`src/rtl/tcp_follow_pkg.sv`:
```
package tcp_follow_pkg;
  localparam int unsigned ETH_HDR_LEN   = 14;
  localparam logic [15:0] ETYPE_IPV4    = 16'h0800;
  localparam logic [7:0]  PROTO_TCP     = 8'd6;
  localparam int unsigned IP_LEN_OFS    = 2;
  localparam int unsigned IP_PROTO_OFS  = 9;
  localparam int unsigned IP_SRC_OFS    = 12;
  localparam int unsigned IP_DST_OFS    = 16;
  localparam int unsigned TCP_DOFF_OFS  = 12;
  localparam logic [3:0]  MIN_HDR_WORDS = 4'd5;

  function automatic logic [7:0] be_byte32(input logic [31:0] w, input logic [1:0] idx);
    return w[(3 - idx) * 8 +: 8];
  endfunction

  function automatic logic [7:0] be_byte16(input logic [15:0] w, input logic idx);
    return idx ? w[7:0] : w[15:8];
  endfunction
endpackage

```
`src/rtl/tcp_follow_pos.sv`:
```
module tcp_follow_pos #(
  parameter int unsigned POS_W = 16
) (
  input  logic             clk_i,
  input  logic             rst_ni,
  input  logic             valid_i,
  input  logic             sof_i,
  input  logic             eof_i,
  output logic             byte_en_o,
  output logic [POS_W-1:0] pos_o
);
  logic             in_frame_q;
  logic [POS_W-1:0] pos_q;

  assign byte_en_o = valid_i & (sof_i | in_frame_q);
  assign pos_o     = sof_i ? '0 : pos_q;

  always_ff @(posedge clk_i or negedge rst_ni) begin
    if (!rst_ni) begin
      in_frame_q <= 1'b0;
      pos_q      <= '0;
    end else if (byte_en_o) begin
      in_frame_q <= ~eof_i;
      // saturate so oversized frames cannot alias onto header offsets
      pos_q      <= (pos_o == '1) ? pos_o : pos_o + 1'b1;
    end
  end
endmodule

```
`src/rtl/tcp_follow_hdr.sv`:
```
module tcp_follow_hdr
  import tcp_follow_pkg::*;
#(
  parameter int unsigned POS_W = 16
) (
  input  logic             clk_i,
  input  logic             rst_ni,
  input  logic             byte_en_i,
  input  logic             sof_en_i,
  input  logic [POS_W-1:0] pos_i,
  input  logic [7:0]       data_i,
  input  logic [31:0]      cfg_src_ip_i,
  input  logic [31:0]      cfg_dst_ip_i,
  input  logic [15:0]      cfg_src_port_i,
  input  logic [15:0]      cfg_dst_port_i,
  output logic             ok_o,
  output logic             tuple_done_o,
  output logic             is_pay_o
);
  localparam int unsigned      CW      = (POS_W > 16) ? POS_W : 16;
  localparam logic [POS_W-1:0] IP_BASE = POS_W'(ETH_HDR_LEN);
  localparam logic [POS_W-1:0] ET_HI   = POS_W'(ETH_HDR_LEN - 2);
  localparam logic [POS_W-1:0] ET_LO   = POS_W'(ETH_HDR_LEN - 1);
  localparam logic [POS_W-1:0] LEN_HI  = POS_W'(IP_LEN_OFS);
  localparam logic [POS_W-1:0] LEN_LO  = POS_W'(IP_LEN_OFS + 1);
  localparam logic [POS_W-1:0] PROTO_P = POS_W'(IP_PROTO_OFS);
  localparam logic [POS_W-1:0] SRC_P   = POS_W'(IP_SRC_OFS);
  localparam logic [POS_W-1:0] DST_P   = POS_W'(IP_DST_OFS);
  localparam logic [POS_W-1:0] DST_END = POS_W'(IP_DST_OFS + 4);
  localparam logic [POS_W-1:0] DOFF_P  = POS_W'(TCP_DOFF_OFS);

  logic             ok_q, doff_seen_q;
  logic [3:0]       ihl_q, doff_q;
  logic [15:0]      tot_len_q;
  logic [POS_W-1:0] ip_rel, tcp_base, tcp_rel, pay_start;
  logic             past_ip, in_tcp, bad;

  assign ip_rel    = pos_i - IP_BASE;
  assign past_ip   = pos_i > IP_BASE;
  assign tcp_base  = IP_BASE + POS_W'({ihl_q, 2'b00});
  assign in_tcp    = past_ip && (pos_i >= tcp_base);
  assign tcp_rel   = pos_i - tcp_base;
  assign pay_start = POS_W'({doff_q, 2'b00});

  always_comb begin
    bad = 1'b0;
    if (pos_i == ET_HI) bad = (data_i != ETYPE_IPV4[15:8]);
    if (pos_i == ET_LO) bad = (data_i != ETYPE_IPV4[7:0]);
    if (pos_i == IP_BASE) bad = (data_i[3:0] < MIN_HDR_WORDS);
    if (past_ip) begin
      if (ip_rel == PROTO_P) bad = (data_i != PROTO_TCP);
      if (ip_rel >= SRC_P && ip_rel < DST_P)
        bad = (data_i != be_byte32(cfg_src_ip_i, ip_rel[1:0]));
      if (ip_rel >= DST_P && ip_rel < DST_END)
        bad = (data_i != be_byte32(cfg_dst_ip_i, ip_rel[1:0]));
    end
    if (in_tcp) begin
      if (tcp_rel < POS_W'(2))       bad = (data_i != be_byte16(cfg_src_port_i, tcp_rel[0]));
      else if (tcp_rel < POS_W'(4))  bad = (data_i != be_byte16(cfg_dst_port_i, tcp_rel[0]));
      else if (tcp_rel == DOFF_P)    bad = (data_i[7:4] < MIN_HDR_WORDS);
    end
  end

  assign ok_o         = (sof_en_i | ok_q) & ~bad;
  assign tuple_done_o = in_tcp && (tcp_rel == POS_W'(3));
  assign is_pay_o     = ok_o && doff_seen_q && in_tcp && (tcp_rel >= pay_start)
                        && (CW'(ip_rel) < CW'(tot_len_q));

  always_ff @(posedge clk_i or negedge rst_ni) begin
    if (!rst_ni) begin
      ok_q        <= 1'b0;
      doff_seen_q <= 1'b0;
      ihl_q       <= '0;
      doff_q      <= '0;
      tot_len_q   <= '0;
    end else if (byte_en_i) begin
      ok_q <= ok_o;
      if (sof_en_i) doff_seen_q <= 1'b0;
      if (pos_i == IP_BASE) ihl_q <= data_i[3:0];
      if (past_ip && ip_rel == LEN_HI) tot_len_q[15:8] <= data_i;
      if (past_ip && ip_rel == LEN_LO) tot_len_q[7:0]  <= data_i;
      if (in_tcp && tcp_rel == DOFF_P) begin
        doff_q      <= data_i[7:4];
        doff_seen_q <= 1'b1;
      end
    end
  end
endmodule

```
`src/rtl/tcp_follow_gate.sv`:
```
module tcp_follow_gate (
  input  logic       clk_i,
  input  logic       rst_ni,
  input  logic       byte_en_i,
  input  logic       sof_en_i,
  input  logic [7:0] data_i,
  input  logic       ok_i,
  input  logic       tuple_done_i,
  input  logic       is_pay_i,
  output logic [7:0] pay_data_o,
  output logic       pay_valid_o,
  output logic       match_o
);
  always_ff @(posedge clk_i or negedge rst_ni) begin
    if (!rst_ni) begin
      pay_data_o  <= '0;
      pay_valid_o <= 1'b0;
      match_o     <= 1'b0;
    end else begin
      pay_valid_o <= byte_en_i & is_pay_i;
      if (byte_en_i & is_pay_i) pay_data_o <= data_i;
      if (byte_en_i)
        match_o <= sof_en_i ? 1'b0 : ((match_o | tuple_done_i) & ok_i);
    end
  end
endmodule

```
`src/rtl/tcp_follow.sv`:
```
module tcp_follow #(
  parameter int unsigned POS_W = 16
) (
  input  logic        clk_i,
  input  logic        rst_ni,
  input  logic [7:0]  rx_data_i,
  input  logic        rx_valid_i,
  input  logic        rx_sof_i,
  input  logic        rx_eof_i,
  input  logic [31:0] cfg_src_ip_i,
  input  logic [31:0] cfg_dst_ip_i,
  input  logic [15:0] cfg_src_port_i,
  input  logic [15:0] cfg_dst_port_i,
  output logic [7:0]  pay_data_o,
  output logic        pay_valid_o,
  output logic        match_o
);
  logic             byte_en, sof_en, ok, tuple_done, is_pay;
  logic [POS_W-1:0] pos;

  assign sof_en = byte_en & rx_sof_i;

  tcp_follow_pos #(.POS_W(POS_W)) u_pos (
    .clk_i(clk_i), .rst_ni(rst_ni), .valid_i(rx_valid_i), .sof_i(rx_sof_i),
    .eof_i(rx_eof_i), .byte_en_o(byte_en), .pos_o(pos)
  );

  tcp_follow_hdr #(.POS_W(POS_W)) u_hdr (
    .clk_i(clk_i), .rst_ni(rst_ni), .byte_en_i(byte_en), .sof_en_i(sof_en),
    .pos_i(pos), .data_i(rx_data_i), .cfg_src_ip_i(cfg_src_ip_i),
    .cfg_dst_ip_i(cfg_dst_ip_i), .cfg_src_port_i(cfg_src_port_i),
    .cfg_dst_port_i(cfg_dst_port_i), .ok_o(ok), .tuple_done_o(tuple_done),
    .is_pay_o(is_pay)
  );

  tcp_follow_gate u_gate (
    .clk_i(clk_i), .rst_ni(rst_ni), .byte_en_i(byte_en), .sof_en_i(sof_en),
    .data_i(rx_data_i), .ok_i(ok), .tuple_done_i(tuple_done), .is_pay_i(is_pay),
    .pay_data_o(pay_data_o), .pay_valid_o(pay_valid_o), .match_o(match_o)
  );
endmodule

```
`config.mk`:
```
export PLATFORM = sky130hd
export DESIGN_NAME = tcp_follow
export DESIGN_NICKNAME = d
export VERILOG_FILES = /design/src/rtl/tcp_follow_pkg.sv /design/src/rtl/tcp_follow_pos.sv /design/src/rtl/tcp_follow_hdr.sv /design/src/rtl/tcp_follow_gate.sv /design/src/rtl/tcp_follow.sv
export SDC_FILE = /design/constraint.sdc
export NUM_CORES = 1
export LEC_CHECK = 0
export BUFFER_PORTS_ARGS = -buffer_cell sky130_fd_sc_hd__buf_2
export CAP_MARGIN = 20
export CORE_AREA = 2 2 129 131
export CTS_CLUSTER_DIAMETER = 50
export DETAILED_ROUTE_END_ITERATION = 7
export DIE_AREA = 0 0 131 133
export PLACE_DENSITY_LB_ADDON = 0.2
export SYNTH_ARGS = -nofsm -noshare
export SYNTH_HDL_FRONTEND = slang
export SYNTH_SLANG_ARGS = --single-unit
```
`constraint.sdc`:
```
create_clock -name clk_i -period 3.85 [get_ports clk_i]
set_clock_uncertainty 0.15 [all_clocks]
set_input_delay 0.5775 -clock clk_i [delete_from_list [all_inputs] [get_ports clk_i]]
set_output_delay 0.5775 -clock clk_i [all_outputs]
set_load 0.005 [all_outputs]
```
Yosys cells after proc, flatten, opt, wreduce, memory -nomap -nowiden
Index checks and enable logic that the tools add are counted.
{"block": "word_totals", "reg_bits": 53, "inputBits": 109, "output_inout_bits": 10, "elab_cells": 91}
{"block": "classes", "add_sub_neg": 5, "order_cmp": 12, "eq_ne": 15, "shift": 2, "muxes": 18, "bitwise": 10, "reduce_logical": 18}
{"operator": "$eq 16x4->1 const B", "n": 5}
{"operator": "$shiftx 32x33->8", "n": 2}
{"operator": "$eq 16x2->1 const B", "n": 3}
{"operator": "$lt 16x5->1 const B", "n": 2}
{"operator": "$mux 16", "n": 2}
{"operator": "$ne 8x8->1", "n": 4}
{"operator": "$add 16x1->16 const B", "n": 1}
{"operator": "$eq 16x16->1 const B", "n": 1}
{"operator": "$ge 16x16->1", "n": 1}
{"operator": "$ge 16x4->1 const B", "n": 1}
{"operator": "$ge 16x5->1 const B", "n": 1}
{"operator": "$ge 16x6->1", "n": 1}
{"operator": "$gt 16x4->1 const B", "n": 1}
{"operator": "$lt 16x16->1", "n": 1}
{"operator": "$lt 16x2->1 const B", "n": 1}
{"operator": "$lt 16x3->1 const B", "n": 1}
{"operator": "$mux 8", "n": 2}
{"operator": "$sub 16x16->16", "n": 1}
{"operator": "$sub 16x4->16 const B", "n": 1}
{"operator": "$mux 1", "n": 14}
{"operator": "$logic_and 1x1->1", "n": 11}
{"operator": "$reduce_and 2->1", "n": 5}
{"operator": "$lt 4x3->1 const B", "n": 2}
{"operator": "$ne 8x3->1 const B", "n": 1}
{"operator": "other kinds (8)", "n": 15}

Longest topological paths before layout
Gate-level depths: netlist of the first run.
{"block": "depth", "ltp_word": 20, "ltp_mapped": 18, "depth_no_buf": 16}

Hierarchy
Synthesis of the first run repeated with hierarchy kept, for this count alone.
{"block": "unflattened", "cells_unflattened": 509, "hier_area_um2": 4928.5}
{"mod": "tcp_follow_hdr", "n_inst": 1, "cells_per_inst": 366, "area_each_um2": 3438.3, "seq_area_each_um2": 650.6}
{"mod": "tcp_follow_pos", "n_inst": 1, "cells_per_inst": 119, "area_each_um2": 1112.3, "seq_area_each_um2": 425.4}
{"mod": "tcp_follow_gate", "n_inst": 1, "cells_per_inst": 23, "area_each_um2": 371.6, "seq_area_each_um2": 250.2}
{"mod": "tcp_follow", "n_inst": 1, "cells_per_inst": 1, "area_each_um2": 6.3, "seq_area_each_um2": 0.0}

Worst setup path before layout of the first run
OpenSTA, ideal clock, no wires.
{"block": "synth_path", "path_type": "in2reg", "from": "in rx_sof_i", "to": "reg u_gate.pay_data_o[0]", "setup_time_ps": 125, "arrival_ps": 4051, "t_required_ps": 3575, "path_slack_ps": -475, "cell_stages": 18, "path_buffers": 2, "cell_sequence": "buf_2 -> nor2b_4 -> buf_2 -> ha_1 -> a2111oi_2 -> nand3b_1 -> nor3_1 -> xnor2_1 -> nand2_1 -> ha_1 -> a21oi_1 -> nor2b_1 -> o21ai_0 -> nand2_1 -> nor4_1 -> o21ai_0 -> a211oi_4 -> mux2_2"}
{"block": "synth_between", "elab_chain_len": 20, "elab_cells_between_ends": 52, "classes_between": "3 x add/sub; 10 x order compare; 9 x eq/ne; 2 x shift; 14 x mux; 7 x bitwise; 7 x reduce/logical"}
{"element": "start: declaration", "line": "tcp_follow.sv:8", "source": "input logic rx_sof_i,"}
{"element": "branches (longest 19 deep; another with $sub 16x4->16)"}
{"element": "$and 1x1->1 *", "line": "tcp_follow_gate.sv:21", "source": "if (byte_en_i & is_pay_i) pay_data_o <= data_i;"}
{"element": "end signal: assignment", "line": "tcp_follow_gate.sv:21"}
{"element": "end: declaration", "line": "tcp_follow_gate.sv:10", "source": "output logic [7:0] pay_data_o,"}
Every way passes the cells marked *.
A chain may end at the register's enable or synchronous reset.

Worst setup path in the final report of the first run
{"block": "layout_path", "from": "reg u_hdr.ihl_q[0]", "to": "reg u_gate.pay_data_o[4]"}
{"block": "layout_between", "elab_chain_len": 14, "elab_cells_between_ends": 19, "classes_between": "2 x add/sub; 4 x order compare; 1 x eq/ne; 4 x mux; 3 x bitwise; 5 x reduce/logical"}
{"element": "start: declaration", "line": "tcp_follow_hdr.sv:33", "source": "logic [3:0] ihl_q, doff_q;"}
{"element": "start signal: assignment", "line": "tcp_follow_hdr.sv:79", "source": "if (pos_i == IP_BASE) ihl_q <= data_i[3:0];"}
{"element": "$add 4x6->7 *", "line": "tcp_follow_hdr.sv:40", "source": "assign tcp_base = IP_BASE + POS_W'({ihl_q, 2'b00});"}
{"element": "branches (longest 10 deep; another with $sub 16x16->16)"}
{"element": "$logic_and 1x1->1 *", "line": "tcp_follow_hdr.sv:66", "source": "assign is_pay_o = ok_o && doff_seen_q && in_tcp && (tcp_rel >= pay_start)"}
{"element": "$logic_and 1x1->1 *", "line": "tcp_follow_hdr.sv:67", "source": "&& (CW'(ip_rel) < CW'(tot_len_q));"}
{"element": "$and 1x1->1 *", "line": "tcp_follow_gate.sv:21"}
Marked as above.

==> results of run 1 <==
[layout make-up]
class	count	area [sq um]	share of cell area (%)
sequential	53	1326	19.09
multi-input combinational	522	3802	54.74
clock buffer	5	125.1	1.801
timing repair buffer	190	1202	17.31
tap	220	275.3	3.963
clock inverter	3	43.79	0.6304
inverter	45	171.4	2.468
[stage by stage]
stage / setup TNS (ns) / hold slack [ns] / area (sq um) / worst slack [ns]
finish: 0 / 0.1337 / 6947 / 0.1134
global route: -0.2162 / 0.1680 / 6947 / -0.03372
CTS: 0 / 0.1488 / 6838 / 0.01200
detailed placement: -1.538 / 0.3126 / 6661 / -0.1960
global placement: -0.9220 / 0.3110 / 6661 / -0.1160
floorplan: -1.016 / 0.1319 / 5463 / -0.1270
[what timing repair did]
item / CTS / global route
setup buffers: 0 / 2
gates resized for setup: 2 / 13
gates cloned: 0 / 1
setup endpoints to repair: 8 / 8
pin swaps: 0 / 12
[where the power goes]
group / leakage, nW / total (W) / switching, W / internal (W)
clock network: 0.0842 / 0.000530 / 0.000222 / 0.000309
logic: 2.40 / 0.000713 / 0.000395 / 0.000318
registers: 0.702 / 0.000581 / 0.0000136 / 0.000568
[worst max path at each step]
stage          depth (start not counted)            from                    to  slack, ns
2_1_floorplan                         15        rx_sof_i  u_gate.pay_data_o[0]      -0.13
3_3_place_gp                          16        rx_sof_i  u_gate.pay_data_o[7]      -0.12
3_5_place_dp                          16        rx_sof_i  u_gate.pay_data_o[0]      -0.20
4_1_cts                               14  u_hdr.ihl_q[0]  u_gate.pay_data_o[3]       0.01
5_1_grt                               18  u_pos.pos_q[1]  u_gate.pay_data_o[3]      -0.03
6_report                              15  u_hdr.ihl_q[0]  u_gate.pay_data_o[4]       0.11
[cells by family (layout without fill, tap and decap cells)]
family / Yosys count / count (layout)
DFF: 53 / 53
buffers and inverters: 87 / 243
muxes: 43 / 43
and+or+nand+nor: 243 / 243
AOI/OAI and AO/OA: 152 / 152
xor gates and xnor gates: 53 / 53
adders and majority gates: 31 / 31
[per-layer routing]
metal / track usage (%) / part of all wire [%] / vias to the layer above
met5: 0 / 0 / -
met4: 8.274 / 3.2 / 0
met3: 3.801 / 6.1 / 38
met2: 36.59 / 47 / 217
met1: 28.21 / 43 / 2660
li1: - / - / 2714
[registers in the layout, indices dropped and copies added (netlist names)]
name	cells
u_hdr.tot_len_q	16
u_pos.pos_q	16
u_gate.pay_data_o	8
u_hdr.doff_q	4
u_hdr.ihl_q	4
u_gate.match_o	1
u_gate.pay_valid_o	1
u_hdr.doff_seen_q	1
u_hdr.ok_q	1
u_pos.in_frame_q	1
[placed cells by master, fill, tap and decap left out, types with 11 or more instances in the layout]
cell,n
nand3_1,21
nor3_1,18
ha_1,25
o22ai_1,11
a21oi_1,22
buf_4,66
nand2_1,71
xnor2_1,34
buf_2,118
inv_1,43
nor2b_1,19
mux2i_1,25
nor4_1,13
nor2_1,26
o21ai_0,43
xor2_1,18
a211oi_1,14
dfrtp_1,53
[worst max-delay path: stages (launching register included)]
cell       delay (ns)
dfrtp_1          0.37
inv_1            0.12
ha_2             0.20
xor2_1           0.16
ha_1             0.26
a21o_1           0.21
a31oi_4          0.18
a211oi_2         0.09
or4b_1           0.52
a21oi_1          0.13
and4b_2          0.31
nand3_2          0.13
a211oi_4         0.22
buf_6            0.15
clkbuf_16        0.14
mux2_4           0.29
==> metrics.txt, run 1 <==
status=complete, no violations; flop-to-flop setup slack=0.11 ns; clk buf depth=2; top cell type's share of synthesized area=24.75%; # fillers=1612; Iteration-0 DRC Markers=269; Hold Crit Class=input pin to async pin; Residual DRC=0; WS Path Type=register to register; Mapped Avg Cell Area=8.095 sq um; drt via density=5.423; via count=5629; FP Rows=47; Yosys cell types=75; RSZ-0062 raised after global routing=yes; peak supply drop=0.1406 mV; CP max FO=4; Synth area leader=dfrtp_1; Fmax achieved=267.6 MHz; post-synthesis sequential area ratio=24.75%; Post-Layout Cell Count=1038; Synth Area in XOR/XNOR=8.942%; asr flop ratio synth=100.0%; Syn Inst Count=662; DIE AREA=0.01742 sq mm; final setup fails=0; Worst-Margin Slew=0.6264 ns; Hold-fix buffers, CTS=0; Die Ht=133 um; worst rel slew slack=58.24%; starting density of the core=33.14%; TritonCTS clock tree=yes; H-tree depth=2; Tcrit/Tclk final=97.06%; Pre-antenna DRT Iters=5; Critical Path AT=3.79 ns; r2r worst-path depth=15; commonest cells in the synthesized netlist=nand2_1, dfrtp_1, o21ai_0; routed wire length=18730 um; wire length per cell=18.04 um; IO Port Bufs=118; final core utilization=42.96%; Placed Cells=1027; Worst Path Required=3.90 ns; post-synth net total=800; CTS Buf Count=5; FF-to-FF End=u_gate.pay_data_o[4]; Synth Area in Simple Gates=24.52%; GRT Overall Usage=21.97%; vias in the first global route=5771; largest family of logic cells by synthesized area=simple AND/OR/NAND/NOR gates; EDFF count, synth=0; CTS Sinks=53; Die W=131 um; Post-Synth Adder-Cell Area=7.168%; Synth Warn #=0; most common cell in the synthesized netlist=nand2_1; fin nets=955; layout cells sized above 1=29.71%; post-synthesis compound-gate area fraction=19.40%; CORE AREA=0.01617 sq mm; Leak=3.184 nW; cell area after synthesis=0.005359 sq mm; ys flop type=dfrtp_1; synthesis-to-layout area growth=29.63%; Power, Total=0.001825 W; Detail Route Antenna Nets=0; I/O pins=119; DP Wirelength=15120 um; gp weighted congestion=0.9311; Max Cap Viol=0; clock slew at reported path FFs=0.08 ns; post-synthesis mux area share=8.429%; synth top area cells=dfrtp_1, ha_1, xnor2_1; crit start category=register; total grt overflow=0; first-pass GRT wire length=29910 um; FF-to-FF Start=u_hdr.ihl_q[0]; final hold viol count=0; later-pin clock latency in the skew report=0.31 ns; initial antenna violation count=0; Root Driver=clkbuf_16; post-synthesis register bit count=53; diode count=0; min cycle time layout=3.737 ns; largest net degree at the start of global routing=33; Critical Path End Type=register; final slew viol count=0; PwrDens=262.7 mW/mm^2
(Power assumes the default switching activity.)
==> inputs of run 2 (changes only) <==
--- a/config.mk
+++ b/config.mk
@@ -7,10 +7,10 @@
 export LEC_CHECK = 0
 export BUFFER_PORTS_ARGS = -buffer_cell sky130_fd_sc_hd__buf_2
 export CAP_MARGIN = 20
-export CORE_AREA = 2 2 129 131
+export CORE_AREA = 2 2 110 154
 export CTS_CLUSTER_DIAMETER = 50
 export DETAILED_ROUTE_END_ITERATION = 7
-export DIE_AREA = 0 0 131 133
+export DIE_AREA = 0 0 112 156
 export PLACE_DENSITY_LB_ADDON = 0.2
 export SYNTH_ARGS = -nofsm -noshare
 export SYNTH_HDL_FRONTEND = slang
==> run 2 against run 1 <==
Sequential cell count did not move. Die area rose by 0.28%. Count of clock-buffer cells in the layout rose by 1. Wire length rose by 1.0%.
==> metrics.txt, run 2 (synthesized netlist as in run 1, its figures left out) <==
r2r worst-path depth=16 (+1); area of the multi-input gates=0.003772 sq mm (-0.79%); fin area=0.006878 sq mm (-0.99%); # fillers=1687 (+4.7%); PwrDens=259.1 mW/mm^2 (-1.4%); Max Cap Viol=0 (unchanged); Detail Route Antenna Nets=0 (unchanged); worst rel slew slack=40.77% (-17 points); later-pin clock latency in the skew report=0.30 ns (about the same); Placed Cells=1007 (-1.9%); Leak=3.175 nW (-0.28%); RSZ-0062 raised after global routing=yes; Root Driver=clkbuf_16; Post-Layout Cell Count=1020 (-1.7%); WS Path Type=register to register; Worst-Margin Slew=0.8792 ns (+0.2528 ns); slowest stage delay, CP=0.52 ns (about the same); hold slack final=0.1116 ns (-0.02213 ns); Tcrit/Tclk final=99.62% (+2.6 points); layout cells sized above 1=29.35% (-0.35 points); Pre-antenna DRT Iters=4 (-1); Hold Crit Class=input pin to async pin; starting density of the core=33.28% (+0.14 points); vias in the first global route=5816 (+0.78%); placement-stage cell area=0.006618 sq mm (-0.66%); initial antenna violation count=0 (unchanged); final hold viol count=0 (unchanged); CP max FO=4 (unchanged); largest net degree at the start of global routing=30 (-9.1%); via count=5610 (-0.34%); drt via density=5.500 (+1.4%); CTS Sinks=53 (unchanged); I/O pins=119 (unchanged); most common cell after layout, fill and taps aside=buf_2; Fmax achieved=260.7 MHz (-2.6%); Reg area=0.001326 sq mm (unchanged); Iteration-0 DRC Markers=212 (-21%); total grt overflow=0 (unchanged); CORE AREA=0.01610 sq mm (-0.43%); diode count=0 (unchanged); CP cell instances=inv_1 -> ha_1 -> xor2_1 -> ha_1 -> a21o_1 -> a31oi_4 -> a211oi_2 -> or4b_1 -> a21oi_1 -> and4b_2 -> buf_4 -> o2bb2ai_1 -> a211oi_4 -> buf_6 -> clkbuf_16 -> mux2_4; CTS Buf Count=5 (unchanged); Die W=112 um (-15%); FP Rows=55 (+17%); Critical Path AT=3.88 ns (+0.09 ns); clk buf depth=2 (unchanged); DIE AREA=0.01747 sq mm (+0.28%); H-tree depth=2 (unchanged); commonest non-fill, non-tap cells in the layout=buf_2, nand2_1, buf_4; wire length per cell=18.55 um (+2.8%); first-pass GRT wire length=29840 um (-0.23%); synthesis-to-layout area growth=28.34%; Die Ht=156 um (+17%); Power, Total=0.001782 W (-2.3%); Worst Path Required=3.90 ns (about the same); TritonCTS clock tree=yes; Critical Path End Type=register; gp weighted congestion=0.9836 (+5.6%); GRT Overall Usage=21.36% (-0.61 points); DP Wirelength=15420 um (+2.0%); final slew viol count=0 (unchanged); Residual DRC=0 (unchanged); clock slew at reported path FFs=0.08 ns (about the same); routed wire length=18920 um (+1.0%); setup TNS=0 ns (unchanged); IO Port Bufs=118 (unchanged); status=complete, no violations; Largest regs=u_hdr.tot_len_q x16, u_pos.pos_q x16, u_gate.pay_data_o x8; Slowest cell on crit path=or4b_1; final setup fails=0 (unchanged); min cycle time layout=3.835 ns (+0.09856 ns); peak supply drop=0.1515 mV (+7.8%); crit start category=register; Crit path top cell by count=ha_1; fin nets=958 (+0.31%)
-- run 2: per-layer routing --
layer,track usage (%),part of all wire [%]
met2,41.73,54
met5,0,0
met4,9.175,4.1
met3,1.787,3.3
met1,23.31,39
-- run 2: worst paths after layout --
| path | start | endpoint | slack [ns] |
|---|---|---|---|
| worst max register to register | u_hdr.ihl_q[0] | u_gate.pay_data_o[0] | 0.01 |
| min in group clk_i | rx_eof_i | u_pos.in_frame_q | 0.31 |
| worst min register to register | u_hdr.tot_len_q[1] | u_hdr.tot_len_q[1] | 0.34 |
| worst min-delay path | rst_ni | u_hdr.tot_len_q[15] | 0.11 |
| max in group asynchronous | rst_ni | u_hdr.ihl_q[1] | 2.60 |
| worst max-delay path | u_hdr.ihl_q[0] | u_gate.pay_data_o[0] | 0.01 |
-- run 2: stage by stage --
step                utilization (%)  setup WS [ns]
floorplan                         -        -0.1270
global placement              41.10        -0.1498
detailed placement            41.10        -0.3365
CTS                           42.09        0.03343
global route                  42.71        -0.1314
finish                        42.71        0.01480
-- run 2: timing repair --
item,CTS,global route
endpoints found under the hold margin,0,0
pin swaps,0,11
hold buffers,0,0
buffers inserted,0,4
gates cloned,0,1
gates resized for setup,1,10
endpoints found under the setup margin,8,8
-- run 2: cell type report --
type                    instances  share of cell area (%)
inverters                      45                   2.492
well taps                     199                   3.620
clock inverters                 2                  0.2365
repair buffers                193                   17.50
flip-flops and latches         53                   19.28
clock buffers                   6                   2.019
multi-input cells             522                   54.85
-- run 2: power breakdown --
part	total [W]	switching (W)	leakage [nW]	internal (W)
logic	0.000711	0.000402	2.40	0.000309
clock network	0.000492	0.000230	0.0735	0.000262
registers	0.000579	0.0000108	0.702	0.000568
total	0.00178	0.000643	3.18	0.00114
-- run 2: worst max-delay path: cells and delay by family (launching register included) --
family | cells | cell delay [ns]
buffers and inverters | 4 | 0.51
DFF | 1 | 0.36
xor gates and xnor gates | 1 | 0.17
and+or+nand+nor | 2 | 0.81
AOI/OAI and AO/OA | 6 | 0.90
muxes | 1 | 0.28
adders and majority gates | 2 | 0.55
==> inputs of run 3 (changes only) <==
--- a/config.mk
+++ b/config.mk
@@ -8,6 +8,7 @@
 export BUFFER_PORTS_ARGS = -buffer_cell sky130_fd_sc_hd__buf_2
 export CAP_MARGIN = 20
 export CORE_AREA = 2 2 110 154
+export CTS_BUF_LIST = sky130_fd_sc_hd__clkbuf_16
 export CTS_CLUSTER_DIAMETER = 50
 export DETAILED_ROUTE_END_ITERATION = 7
 export DIE_AREA = 0 0 112 156
==> run 3 against run 2 <==
Critical path depth did not move. Global-route usage about the same. First-iteration DRC count decreased by 5.7%. Non-clock buffer count unchanged. Register-to-register slack is essentially flat. Worst hold slack gained 0.00058 ns. Largest power group unchanged. Sequential power is essentially flat. Die area stayed put. Sequential cell count unchanged. Critical path type unchanged. Worst setup slack improved by 0.0022 ns.
==> metrics.txt, run 3 (synthesized netlist as in run 1, its figures left out) <==
total grt overflow=0 (unchanged); Leak=3.170 nW (-0.18%); Root Driver=clkbuf_16; Residual DRC=0 (unchanged); final hold viol count=0 (unchanged); CORE AREA=0.01610 sq mm (unchanged); Die W=112 um (unchanged); r2r worst-path depth=16 (unchanged); DIE AREA=0.01747 sq mm (unchanged); IO Port Bufs=118 (unchanged); largest net degree at the start of global routing=30 (unchanged); Placed Cells=1007 (unchanged); Iteration-0 DRC Markers=200 (-5.7%); Power, Total=0.001760 W (-1.2%); CTS Sinks=53 (unchanged); most common cell after layout, fill and taps aside=buf_2; PwrDens=256.3 mW/mm^2 (-1.1%); Fmax achieved=260.9 MHz (about the same); peak supply drop=0.1502 mV (-0.90%); hold slack final=0.1122 ns (+0.0005760 ns); GRT Overall Usage=21.33% (-0.024 points); fin nets=958 (unchanged); worst rel slew slack=41.89% (+1.1 points); commonest non-fill, non-tap cells in the layout=buf_2, nand2_1, buf_4; Post-Layout Cell Count=1020 (unchanged); WS Path Type=register to register; Die Ht=156 um (unchanged); FF-to-FF Start=u_hdr.ihl_q[0]; drt via density=5.481 (-0.34%); TritonCTS clock tree=yes; crit start category=register; Worst-Margin Slew=0.8625 ns (-0.01662 ns); flop-to-flop setup slack=0.02 ns (about the same); placement-stage cell area=0.006618 sq mm (unchanged); H-tree depth=2 (unchanged); CP max FO=4 (unchanged); synthesis-to-layout area growth=28.16%; via count=5591 (-0.34%); Worst Path Required=3.89 ns (about the same); later-pin clock latency in the skew report=0.30 ns (about the same); vias in the first global route=5804 (-0.21%); Tcrit/Tclk final=99.56% (about the same); Critical Path End Type=register; Largest regs=u_hdr.tot_len_q x16, u_pos.pos_q x16, u_gate.pay_data_o x8; gp weighted congestion=0.9836 (unchanged); Hold Crit Class=input pin to async pin; diode count=0 (unchanged); RSZ-0062 raised after global routing=yes; Critical Path AT=3.88 ns (about the same); layout cells sized above 1=29.23% (-0.12 points); DP Wirelength=15420 um (unchanged); final slew viol count=0 (unchanged); starting density of the core=33.28% (unchanged); FP Rows=55 (unchanged); final core utilization=42.65% (-0.062 points); min cycle time layout=3.833 ns (-0.002154 ns); status=complete, no violations; initial antenna violation count=0 (unchanged); wire length per cell=18.57 um (+0.14%); routed wire length=18940 um (+0.14%); Detail Route Antenna Nets=0 (unchanged); clk buf depth=2 (unchanged); FF-to-FF End=u_gate.pay_data_o[0]; Pre-antenna DRT Iters=5 (+1); first-pass GRT wire length=29800 um (-0.14%); Hold-fix buffers, CTS=0 (unchanged); fin area=0.006868 sq mm (-0.15%); CTS Buf Count=5 (unchanged); I/O pins=119 (unchanged); clock slew at reported path FFs=0.08 ns (about the same); final setup fails=0 (unchanged); Max Cap Viol=0 (unchanged)
-- run 3: critical path, stage by stage (launching register included) --
cell	delay, ns
dfrtp_1	0.37
inv_1	0.08
ha_1	0.23
xor2_1	0.17
ha_1	0.32
a21o_1	0.22
a31oi_4	0.18
a211oi_2	0.10
or4b_1	0.52
a21oi_1	0.13
and4b_2	0.29
buf_4	0.13
o2bb2ai_1	0.17
a211oi_4	0.10
buf_6	0.15
clkbuf_16	0.15
mux2_4	0.28
-- run 3: metrics by stage --
stage,TNS (ns),setup WS (ns)
floorplan,-1.016,-0.1270
global placement,-1.193,-0.1498
detailed placement,-3.075,-0.3365
CTS,0,0.03259
global route,-1.011,-0.1314
finish,0,0.01696
-- run 3: metal layers --
layer,vias to the layer above,global-route usage [%],part of all wire [%]
met5,-,0,0
met4,0,9.175,4.0
met1,2658,23.31,39
li1,2716,-,-
met3,46,1.787,3.3
met2,171,41.65,54
-- run 3: layout make-up --
class	instances	area [sq um]
Sequential cell	53	1326
Multi-Input combinational cell	522	3772
Clock inverter	3	20.02
Inverter	45	171.4
Tap cell	199	249.0
Timing Repair Buffer	193	1204
Fill cell	1688	9235
Clock buffer	5	125.1
-- run 3: repair_timing --
item | 4_1_cts | 5_1_grt
cloned | 0 | 1
setup endpoints to repair | 8 | 8
setup buffers | 0 | 4
resized for setup | 1 | 10
pin swaps | 0 | 11
-- run 3: worst max path at each step --
stage / from / endpoint
after floorplan: rx_sof_i / u_gate.pay_data_o[0]
after global placement: rx_sof_i / u_gate.pay_data_o[0]
after detailed placement: rx_sof_i / u_gate.pay_data_o[3]
after CTS: u_hdr.ihl_q[0] / u_gate.pay_data_o[3]
after global routing: u_pos.pos_q[1] / u_gate.pay_data_o[7]
final: u_hdr.ihl_q[0] / u_gate.pay_data_o[0]
-- run 3: power by group --
part | leakage (nW) | internal (W) | switching (W) | total [W]
combinational | 2.40 | 0.000309 | 0.000403 | 0.000712
sequential | 0.702 | 0.000568 | 0.0000107 | 0.000578
clock | 0.0679 | 0.000242 | 0.000228 | 0.000470
total | 3.17 | 0.00112 | 0.000642 | 0.00176
